### src/rtl/mpuart_pkg.sv
// Package: shared mode codes, receiver states and register addresses.
// Assumes: the register port is at least eight bits wide.
package mpuart_pkg;
    typedef enum logic [1:0] {
        MODE_NONE = 2'b00,
        MODE_8    = 2'b01,
        MODE_9A   = 2'b10,
        MODE_9B   = 2'b11
    } mode_e;

    typedef enum logic [2:0] {
        RX_IDLE,
        RX_START,
        RX_DATA,
        RX_NINTH,
        RX_STOP
    } rx_state_e;

    localparam logic [1:0] ADDR_CTRL = 2'd0;
    localparam logic [1:0] ADDR_DATA = 2'd1;
    localparam logic [1:0] ADDR_AUX  = 2'd2;

    // Control register bit positions
    localparam int B_MODE_HI = 7;
    localparam int B_MODE_LO = 6;
    localparam int B_MP      = 5;
    localparam int B_RXEN    = 4;
    localparam int B_TX9     = 3;
    localparam int B_RX9     = 2;
    localparam int B_TXFL    = 1;
    localparam int B_RXFL    = 0;
endpackage

### src/rtl/mpuart_rate.sv
// Module: turns the external tick into the qualified oversampling tick.
// Assumes: with fast set every tick passes; otherwise every second tick passes.
module mpuart_rate (
    input  logic clk,
    input  logic rst_n,
    input  logic tick,
    input  logic fast,
    output logic bt
);
    logic half;

    // Toggle a phase bit on each raw tick to drop alternate ticks.
    always_ff @(posedge clk) begin
        if (!rst_n) half <= 1'b0;
        else if (tick) half <= ~half;
    end

    assign bt = tick & (fast | half);
endmodule

### src/rtl/mpuart_tx.sv
// Module: frame transmitter with an optional ninth bit.
// Assumes: load is only honoured while idle; OVS ticks of bt per bit.
module mpuart_tx #(
    parameter int OVS = 16,
    parameter int DW  = 8
) (
    input  logic          clk,
    input  logic          rst_n,
    input  logic          bt,
    input  logic          load,
    input  logic          ninth_en,
    input  logic          ninth,
    input  logic [DW-1:0] data,
    output logic          txd,
    output logic          busy,
    output logic          done
);
    localparam int CW = $clog2(OVS);
    localparam int FW = DW + 3;
    localparam int NW = $clog2(FW + 1);

    logic [FW-1:0] frame;
    logic [CW-1:0] cnt;
    logic [NW-1:0] bitn;
    logic [NW-1:0] last;

    assign last = ninth_en ? NW'(FW - 1) : NW'(FW - 2);

    // Load a frame, then shift one bit out per OVS qualified ticks.
    always_ff @(posedge clk) begin
        if (!rst_n) begin
            frame <= '1;
            cnt   <= '0;
            bitn  <= '0;
            busy  <= 1'b0;
            done  <= 1'b0;
        end else begin
            done <= 1'b0;
            if (!busy) begin
                if (load) begin
                    frame <= {1'b1, (ninth_en ? ninth : 1'b1), data, 1'b0};
                    cnt   <= '0;
                    bitn  <= '0;
                    busy  <= 1'b1;
                end
            end else if (bt) begin
                if (cnt == CW'(OVS - 1)) begin
                    cnt   <= '0;
                    frame <= {1'b1, frame[FW-1:1]};
                    if (bitn == last) begin
                        busy <= 1'b0;
                        done <= 1'b1;
                    end else begin
                        bitn <= bitn + 1'b1;
                    end
                end else begin
                    cnt <= cnt + 1'b1;
                end
            end
        end
    end

    assign txd = busy ? frame[0] : 1'b1;
endmodule

### src/rtl/mpuart_rx.sv
// Module: frame receiver with 3-sample majority at mid-bit.
// Assumes: OVS >= 8; en low returns it to idle; done pulses at mid stop bit.
module mpuart_rx
    import mpuart_pkg::*;
#(
    parameter int OVS = 16,
    parameter int DW  = 8
) (
    input  logic          clk,
    input  logic          rst_n,
    input  logic          en,
    input  logic          bt,
    input  logic          ninth_en,
    input  logic          rxd,
    output logic          done,
    output logic [DW-1:0] data,
    output logic          ninth,
    output logic          stopb
);
    localparam int CW = $clog2(OVS);
    localparam int IW = $clog2(DW);

    rx_state_e     state;
    logic [CW-1:0] cnt;
    logic [IW-1:0] idx;
    logic [1:0]    samp;
    logic          r1, rxs, maj, mid, endbit;

    // Bring the line into the clock domain.
    always_ff @(posedge clk) begin
        if (!rst_n) begin
            r1  <= 1'b1;
            rxs <= 1'b1;
        end else begin
            r1  <= rxd;
            rxs <= r1;
        end
    end

    assign maj    = (samp[0] & samp[1]) | (samp[0] & rxs) | (samp[1] & rxs);
    assign mid    = (cnt == CW'(OVS / 2 + 1));
    assign endbit = (cnt == CW'(OVS - 1));

    // Walk start, data, optional ninth and stop bits.
    always_ff @(posedge clk) begin
        if (!rst_n) begin
            state <= RX_IDLE;
            cnt   <= '0;
            idx   <= '0;
            samp  <= 2'b11;
            data  <= '0;
            ninth <= 1'b0;
            stopb <= 1'b0;
            done  <= 1'b0;
        end else begin
            done <= 1'b0;
            if (!en) begin
                state <= RX_IDLE;
            end else if (bt) begin
                if (state == RX_IDLE) begin
                    if (!rxs) begin
                        state <= RX_START;
                        cnt   <= CW'(1);
                    end
                end else begin
                    if (cnt == CW'(OVS / 2 - 1)) samp[0] <= rxs;
                    if (cnt == CW'(OVS / 2))     samp[1] <= rxs;
                    cnt <= endbit ? '0 : cnt + 1'b1;
                    if (mid) begin
                        if (state == RX_START && maj) state <= RX_IDLE;
                        if (state == RX_DATA)  data  <= {maj, data[DW-1:1]};
                        if (state == RX_NINTH) ninth <= maj;
                        if (state == RX_STOP) begin
                            stopb <= maj;
                            done  <= 1'b1;
                            state <= RX_IDLE;
                        end
                    end
                    if (endbit) begin
                        if (state == RX_START) begin
                            state <= RX_DATA;
                            idx   <= '0;
                        end else if (state == RX_DATA) begin
                            if (idx == IW'(DW - 1)) state <= ninth_en ? RX_NINTH : RX_STOP;
                            else idx <= idx + 1'b1;
                        end else if (state == RX_NINTH) begin
                            state <= RX_STOP;
                        end
                    end
                end
            end
        end
    end
endmodule

### src/rtl/mpuart.sv
// Module: register file and frame acceptance around the serial engines.
// Assumes: DW >= 8; flags set by hardware win over a same-cycle clear.
module mpuart
    import mpuart_pkg::*;
#(
    parameter int OVS = 16,
    parameter int DW  = 8
) (
    input  logic          clk,
    input  logic          rst_n,
    input  logic          baud_tick,
    input  logic          wr_en,
    input  logic [1:0]    addr,
    input  logic [DW-1:0] wdata,
    output logic [DW-1:0] rdata,
    input  logic          rxd,
    output logic          txd
);
    mode_e         mode_q;
    logic          mp_q, rxen_q, tx9_q, rx9_q, txfl_q, rxfl_q, fast_q;
    logic [DW-1:0] rbuf_q;
    logic          bt, nine, ctrl_wr, load, tx_busy, tx_done;
    logic          rx_done, rx_ninth, rx_stop, accept;
    logic [DW-1:0] rx_data;

    assign nine    = mode_q[1];
    assign ctrl_wr = wr_en && (addr == ADDR_CTRL);
    assign load    = wr_en && (addr == ADDR_DATA) && (mode_q != MODE_NONE);
    assign accept  = rx_done && (!mp_q || (nine ? rx_ninth : rx_stop));

    mpuart_rate u_rate (
        .clk(clk), .rst_n(rst_n), .tick(baud_tick), .fast(fast_q), .bt(bt)
    );

    mpuart_tx #(.OVS(OVS), .DW(DW)) u_tx (
        .clk(clk), .rst_n(rst_n), .bt(bt), .load(load), .ninth_en(nine),
        .ninth(tx9_q), .data(wdata), .txd(txd), .busy(tx_busy), .done(tx_done)
    );

    mpuart_rx #(.OVS(OVS), .DW(DW)) u_rx (
        .clk(clk), .rst_n(rst_n), .en(rxen_q && (mode_q != MODE_NONE)), .bt(bt),
        .ninth_en(nine), .rxd(rxd), .done(rx_done), .data(rx_data),
        .ninth(rx_ninth), .stopb(rx_stop)
    );

    // Configuration bits and the speed bit, written by software only.
    always_ff @(posedge clk) begin
        if (!rst_n) begin
            mode_q <= MODE_NONE;
            mp_q   <= 1'b0;
            rxen_q <= 1'b0;
            tx9_q  <= 1'b0;
            fast_q <= 1'b0;
        end else if (wr_en) begin
            if (addr == ADDR_CTRL) begin
                mode_q <= mode_e'(wdata[B_MODE_HI:B_MODE_LO]);
                mp_q   <= wdata[B_MP];
                rxen_q <= wdata[B_RXEN];
                tx9_q  <= wdata[B_TX9];
            end
            if (addr == ADDR_AUX) fast_q <= wdata[0];
        end
    end

    // Completion flags: hardware sets, a zero in a control write clears.
    always_ff @(posedge clk) begin
        if (!rst_n) begin
            txfl_q <= 1'b0;
            rxfl_q <= 1'b0;
        end else begin
            txfl_q <= tx_done | (txfl_q & ~(ctrl_wr & ~wdata[B_TXFL]));
            rxfl_q <= accept  | (rxfl_q & ~(ctrl_wr & ~wdata[B_RXFL]));
        end
    end

    // Receive buffer and received extra bit, updated on accepted frames.
    always_ff @(posedge clk) begin
        if (!rst_n) begin
            rbuf_q <= '0;
            rx9_q  <= 1'b0;
        end else if (accept) begin
            rbuf_q <= rx_data;
            rx9_q  <= nine ? rx_ninth : rx_stop;
        end
    end

    // Read multiplexer.
    always_comb begin
        case (addr)
            ADDR_CTRL: rdata = DW'({mode_q, mp_q, rxen_q, tx9_q, rx9_q, txfl_q, rxfl_q});
            ADDR_DATA: rdata = rbuf_q;
            ADDR_AUX:  rdata = DW'(fast_q);
            default:   rdata = '0;
        endcase
    end
endmodule

### config.mk
export PLATFORM = sky130hd
export DESIGN_NAME = mpuart
export DESIGN_NICKNAME = d
export VERILOG_FILES = /design/src/rtl/mpuart_pkg.sv /design/src/rtl/mpuart_rate.sv /design/src/rtl/mpuart_tx.sv /design/src/rtl/mpuart_rx.sv /design/src/rtl/mpuart.sv
export SDC_FILE = /design/constraint.sdc
export NUM_CORES = 1
export LEC_CHECK = 0
export ABC_CLOCK_PERIOD_IN_PS = 2300
export BUFFER_PORTS_ARGS = -buffer_cell sky130_fd_sc_hd__buf_2
export CAP_MARGIN = 20
export CORE_MARGIN = 2
export CORE_UTILIZATION = 60
export CTS_CLUSTER_SIZE = 10
export DETAILED_ROUTE_END_ITERATION = 10
export GPL_TIMING_DRIVEN = 1
export HOLD_SLACK_MARGIN = 0.15
export PLACE_DENSITY = 0.79
export SLEW_MARGIN = 20
export SYNTH_ARGS = -nofsm -noshare
export SYNTH_HDL_FRONTEND = slang
export SYNTH_HIERARCHICAL = 1
export SYNTH_SLANG_ARGS = --single-unit
### constraint.sdc
create_clock -name clk -period 2.3 [get_ports clk]
set_clock_uncertainty 0.1 [all_clocks]
set_input_delay 0.46 -clock clk [delete_from_list [all_inputs] [get_ports clk]]
set_output_delay 0.46 -clock clk [all_outputs]
set_load 0.1 [all_outputs]
==> impl_metrics.toml, run 1 <==
[cts]
cts-root-buf = "clkbuf_8"
clk_pin_slew_worst_paths_ns = 0.07
h-tree-depth = 3
clk_latency_ns = 0.34
numClockSinks = 63
cts_buffer_depth = 2
cts_setup_buffers = 0
holdBufCountCts = 0
cts_tree = "built"
cts_resized = 0
cts_buffers = 9

[synthesis]
synth_top_family_by_area = "simple AND/OR/NAND/NOR gates"
synth_compound_area_share_pct = 14.61
synth_top_area_cell = "dfxtp_1"
synth_adder_area_share_pct = 2.921
synth_area_leaders = "dfxtp_1, mux2i_1, nand2_1"
synthTopCellsByCount = "dfxtp_1, mux2i_1, nand2_1"
synth_most_common_cell = "dfxtp_1"
synth_nets = 381
syn_area_per_cell_um2 = 9.306
synth_top_area_share_pct = 37.75
ys_seq_elements = 63
netlist_instances = 359
synth_mux_area_share_pct = 14.19
synth.yosys.seq_area_share_pct = 37.75
yosys.area_share.simple_pct = 24.79
synth_top_flop_cell = "dfxtp_1"
syn_area_um2 = 3341
async_flop_share_pct = 0
ys_warn_count = 6
synth_cell_type_count = 67
synth_xor_area_share_pct = 0.2622
synth-edff-count = 0

[detailed_routing]
detail_route.first_pass.iterations = 4
drtIter0Drc = 179
antenna_left = 0
vias = 2731
drt-wirelength-per-cell_um = 15.51
viasPerCell = 5.950
drc = 0
finalWirelength_um = 7120

[sta]
clock.fmax_mhz = 517.4
timing.hold.ws_ns = 0.2188
maxSlewHeadroom_pct = 64.64
setup_viol = 0
slew_violations = 0
setup_ws_ns = 0.3674
period_needed_ns = 1.933
hold_viol = 0
post-route-period-util_pct = 84.02
worstMarginPinSlew_ns = 0.5194
finalSetupTns_ns = 0
grt_setup_unrepaired = "false"

[worst_setup_path]
crit_end = "rdata[3]"
critPathLaunch = "addr[0]"
reg2regPathDepth = 6
max_stage_delay_ns = 0.24
cp_slowest_cell = "buf_2"
r2r_start = "u_rx/idx[0]"
end_kind = "output pin"
worstSetupPathType = "in -> out"
timing.rr.end = "u_rx/idx[0]"
cp_num_cells = 5
start_kind = "primary input"
crit_buf_inv = 3
cp.required_ns = 1.74
cp.arrival_ns = 1.37
cp_top_family = "buffers and inverters"
crit_path_cell_trace = "buf_2, buf_4, mux2i_1, nor2_2, buf_12"
path_max_fanout = 10
r2r_slack_ns = 0.37

[global_routing]
grt_max_degree = 53
gr-total-overflow = 0
grt_pass1_wl_um = 11980
first_global_vias = 2571
grt_usage_pct = 24.54
antenna_found_initial = 0

[floorplan]
design.die.area_um2 = 6180
ioPinCount = 24
die_w_um = 78.62
core_area_um2 = 5439
rows = 27
initial_core_util_pct = 61.42
fp.dieH_um = 78.62

[pwr]
max-vdd-ir-drop_v = 0.0004600
p_leak_nw = 1.400
power.density_nw_per_um2 = 602.0

[place]
routabilityCongestion = 0.8365
port_buffers = 23
post-dp-hpwl_um = 5007
pre_cts_slack_ns = 0.1858

[run]
drv_cap = 0

[cells_and_area]
antennaDiodeCount = 0
nNetsFinal = 404
drive_gt1_share_pct = 20.67
syn2layout_area_growth_pct = 14.23
final_core_util_pct = 70.16
nFillCells = 422

[min_path]
min_path_type = "in -> reg"

[run_status]
outcome = "finished, final reports clean"
## flip-flops by register name, indices dropped and copies added (netlist names), 2 cells and up
signal and count:
u_tx/frame 10, rbuf_q 8, u_rx/data 8, u_rx/cnt 4, u_tx/bitn 4, u_tx/cnt 4, u_rx/idx 3, u_rx/state 3
mode_q 2, u_rx/samp 2
## worst register-to-register path, cell delays in order (launching register included)
cell and delay, ns:
dfxtp_1 0.34, ha_1 0.21, ha_1 0.23, or3b_1 0.36, a211o_1 0.37, nand2b_4 0.16, o21ai_2 0.10
## worst min path at each step
stage / start / endpoint / depth (start not counted)
CTS: rxd / u_rx/r1 / 2
finish: rxd / u_rx/r1 / 2
detailed placement: u_rx/r1 / u_rx/rxs / 1
global route: rxd / u_rx/r1 / 2
floorplan: u_rx/r1 / u_rx/rxs / 1
global placement: u_rx/r1 / u_rx/rxs / 1
## per-stage QoR
stage / instances / area [µm²] / power [mW]
3_3_place_gp: 443 / 3596 / 1.259
6_report: 459 / 3816 / 2.297
3_5_place_dp: 443 / 3596 / 1.262
2_1_floorplan: 359 / 3362 / 1.213
4_1_cts: 459 / 3816 / 2.309
5_1_grt: 459 / 3816 / 2.370
## placed cells by master (no fill, tap or decap), types with 5 or more instances in the layout
cell      instances
ha_1              7
mux2_2            9
o21ai_0          10
clkbuf_8          9
nor2b_1          11
nor2_1           18
nor2_2            7
buf_4            10
dfxtp_1          63
inv_1            10
nand2b_1          7
mux2i_1          35
nand3_1          15
buf_2            18
buf_12            6
o211ai_1         11
nand3b_1          5
nand2_1          30
a31oi_1          11
and3b_1           8
and2_1            5
a21oi_1           9
nor3_1            5
nand4_1          11
## metal layers
metal	GRT usage, %	vias up	share of wire (%)
li1	-	1358	-
met3	4.368	12	3.6
met1	32.37	1304	47
met2	38.97	57	48
met5	0	-	0
met4	11.40	0	1.8
## layout make-up
cell class	instances	area, µm²	share of cell area, %
multi-input combinational	263	1918	50.26
tap	72	90.09	2.361
sequential	63	1261	33.05
inverter	11	41.29	1.082
timing repair buffer	34	285.3	7.475
clock inverter	7	96.34	2.525
clock buffer	9	123.9	3.246
## report_power, final
part / switching, mW / total, mW / internal [mW] / leakage, nW
sequential: 0.00730 / 1.11 / 1.10 / 0.509
clock: 0.449 / 1.06 / 0.611 / 0.102
combinational: 0.0775 / 0.131 / 0.0531 / 0.789
## cells by family after synthesis
family	Yosys count
and+or+nand+nor	140
AOI/OAI and AO/OA	69
DFF	63
muxes	45
buffers and inverters	33
adders and majority gates	8
xor gates and xnor gates	1
No activity file was read; power rests on OpenSTA's default activity.
==> inputs of run 2 (changes only) <==
Settings changed: ABC_CLOCK_PERIOD_IN_PS 2300 to 1600, CORE_UTILIZATION 60 to 54, PLACE_DENSITY 0.79 to 0.75.
Clock period 2.3 ns to 1.6 ns, I/O delays scaled along.
==> run 2 against run 1 <==
Effect of this change:
- the run now ends with setup timing left
- power rose by 46%
- sequential power up 43%
- via count rose by 19%
- sequential share of layout area shrank 6.2 points
- highest routed layer unchanged
==> impl_metrics.toml, run 2 (same netlist as run 1, synthesis figures left out) <==
[pwr]
max-vdd-ir-drop_v = 0.0007112
p_leak_nw = 1.784
total_power_mw = 3.346
power.density_nw_per_um2 = 698.1

[min_path]
min_path_type = "in -> reg"
hold_start = "wdata[3]"
min_to = "tx9_q"
hold_depth = 3

[global_routing]
first_global_vias = 2926
grt_pass1_wl_um = 14610
grt_usage_pct = 28.77
gr-total-overflow = 0
antenna_found_initial = 0
grt_max_degree = 28

[floorplan]
core_area_um2 = 5956
initial_core_util_pct = 56.09
ioPinCount = 24
design.die.area_um2 = 6832
die_w_um = 82.66
rows = 28
fp.dieH_um = 82.66

[cts]
cts_buffers = 9
clk_latency_ns = 0.36
cts_buffer_depth = 2
cts_tree = "built"
cts-root-buf = "clkbuf_8"
numClockSinks = 63
h-tree-depth = 3
clk_pin_slew_worst_paths_ns = 0.07

[detailed_routing]
drtIter0Drc = 236
drt-wirelength-per-cell_um = 19.82
antenna_left = 0
finalWirelength_um = 10290
viasPerCell = 6.279
detail_route.first_pass.iterations = 6
vias = 3259
drc = 0

[cells_and_area]
regMostFlops = "u_tx/frame"
design_area_um2 = 4792
largest_reg_flops = 10
nNetsFinal = 461
antennaDiodeCount = 0
final_common_cell = "buf_4"
drive_gt1_share_pct = 41.22
reg_top3 = "u_tx/frame: 10 flops, rbuf_q: 8 flops, u_rx/data: 8 flops"
layout_common_cells = "buf_4, dfxtp_1, mux2i_1, nand2_1, nor2_1"
syn2layout_area_growth_pct = 43.45

[run_status]
failed_checks = "setup timing"
outcome = "finished with violations"

[place]
post-dp-hpwl_um = 6037
pre_cts_slack_ns = -0.1465
dpl_cell_area_um2 = 4094
routabilityCongestion = 0.8763
port_buffers = 23

[worst_setup_path]
reg2regPathDepth = 6
end_kind = "register"
r2r_slack_ns = -0.17
timing.rr.end = "u_rx/idx[0]"
path_max_fanout = 6
cp.required_ns = 1.79
worstSetupPathType = "reg -> reg"
r2r_start = "u_rx/idx[1]"
cp.arrival_ns = 1.96
start_kind = "register"

[sta]
slew_violations = 0
maxSlewHeadroom_pct = 72.56
period_needed_ns = 1.770
grt_setup_unrepaired = "true"
worstMarginPinSlew_ns = 0.4116
setup_ws_ns = -0.1697
hold_viol = 0
setup_viol = 20
clock.fmax_mhz = 565.1
post-route-period-util_pct = 110.6
finalSetupTns_ns = -1.253

[run]
drv_cap = 0
run 2: changes by cell type in the layout (fill, tap and decap cells not counted), sizes merged:
cell | previous run | this run
buf | 34 | 85
clkbuf | 9 | 15
dlygate4sd3 | 0 | 4
clkinvlp | 3 | 1
bufinv | 2 | 1
inv | 11 | 10
run 2: how the worst max path moves through the flow:
stage           startpoint     endpoint  slack [ns]  cells after the start
2_1_floorplan  u_rx/idx[0]  u_rx/idx[0]       -0.08                      6
3_3_place_gp   u_rx/idx[1]  u_rx/idx[0]       -0.11                      6
3_5_place_dp   u_rx/idx[1]  u_rx/idx[0]       -0.15                      6
4_1_cts        u_rx/idx[1]  u_rx/idx[0]       -0.15                      6
5_1_grt        u_rx/idx[1]  u_rx/idx[0]       -0.23                      6
6_report       u_rx/idx[1]  u_rx/idx[0]       -0.17                      6
run 2: repair_timing:
item / 4_1_cts / 5_1_grt
setup endpoints to repair: 37 / 42
endpoints found under the hold margin: 4 / 0
cloned: 0 / 2
hold buffers: 4 / 0
pin swaps: 13 / 21
gates resized for setup: 43 / 43
buffers inserted: 6 / 5
run 2: critical path, stage by stage (launching register included):
cell	delay (ns)
dfxtp_2	0.34
ha_4	0.16
ha_4	0.15
or3b_1	0.35
a211o_1	0.34
nand2b_4	0.17
o21ai_2	0.10
run 2: metrics by stage:
step / hold WS [ns] / std cells / util, %
2_1_floorplan: 0.2863 / 359 / -
3_3_place_gp: 0.2880 / 488 / 68.74
3_5_place_dp: 0.3022 / 488 / 68.74
4_1_cts: 0.1534 / 513 / 76.22
5_1_grt: 0.2263 / 519 / 80.46
6_report: 0.1774 / 519 / 80.46
run 2: layout make-up:
| type | instances | area, µm² |
|---|---|---|
| Clock buffer | 13 | 158.9 |
| Clock inverter | 3 | 42.54 |
| Fill cell | 326 | 1164 |
| Inverter | 11 | 43.79 |
| Multi-Input combinational cell | 263 | 2256 |
| Sequential cell | 63 | 1289 |
| Tap cell | 75 | 93.84 |
| Timing Repair Buffer | 91 | 908.4 |
run 2: metal layers:
layer	wire length, µm	global-route usage, %	vias up	share of wire [%]
met5	0	0	-	0
met4	332	12.13	0	3.2
met3	709	5.870	33	6.9
met2	5088	49.11	169	49
met1	4154	35.16	1574	40
li1	-	-	1483	-
run 2: report_power, final:
part,internal [mW],switching [mW]
sequential,1.58,0.0127
combinational,0.137,0.153
clock,0.804,0.661
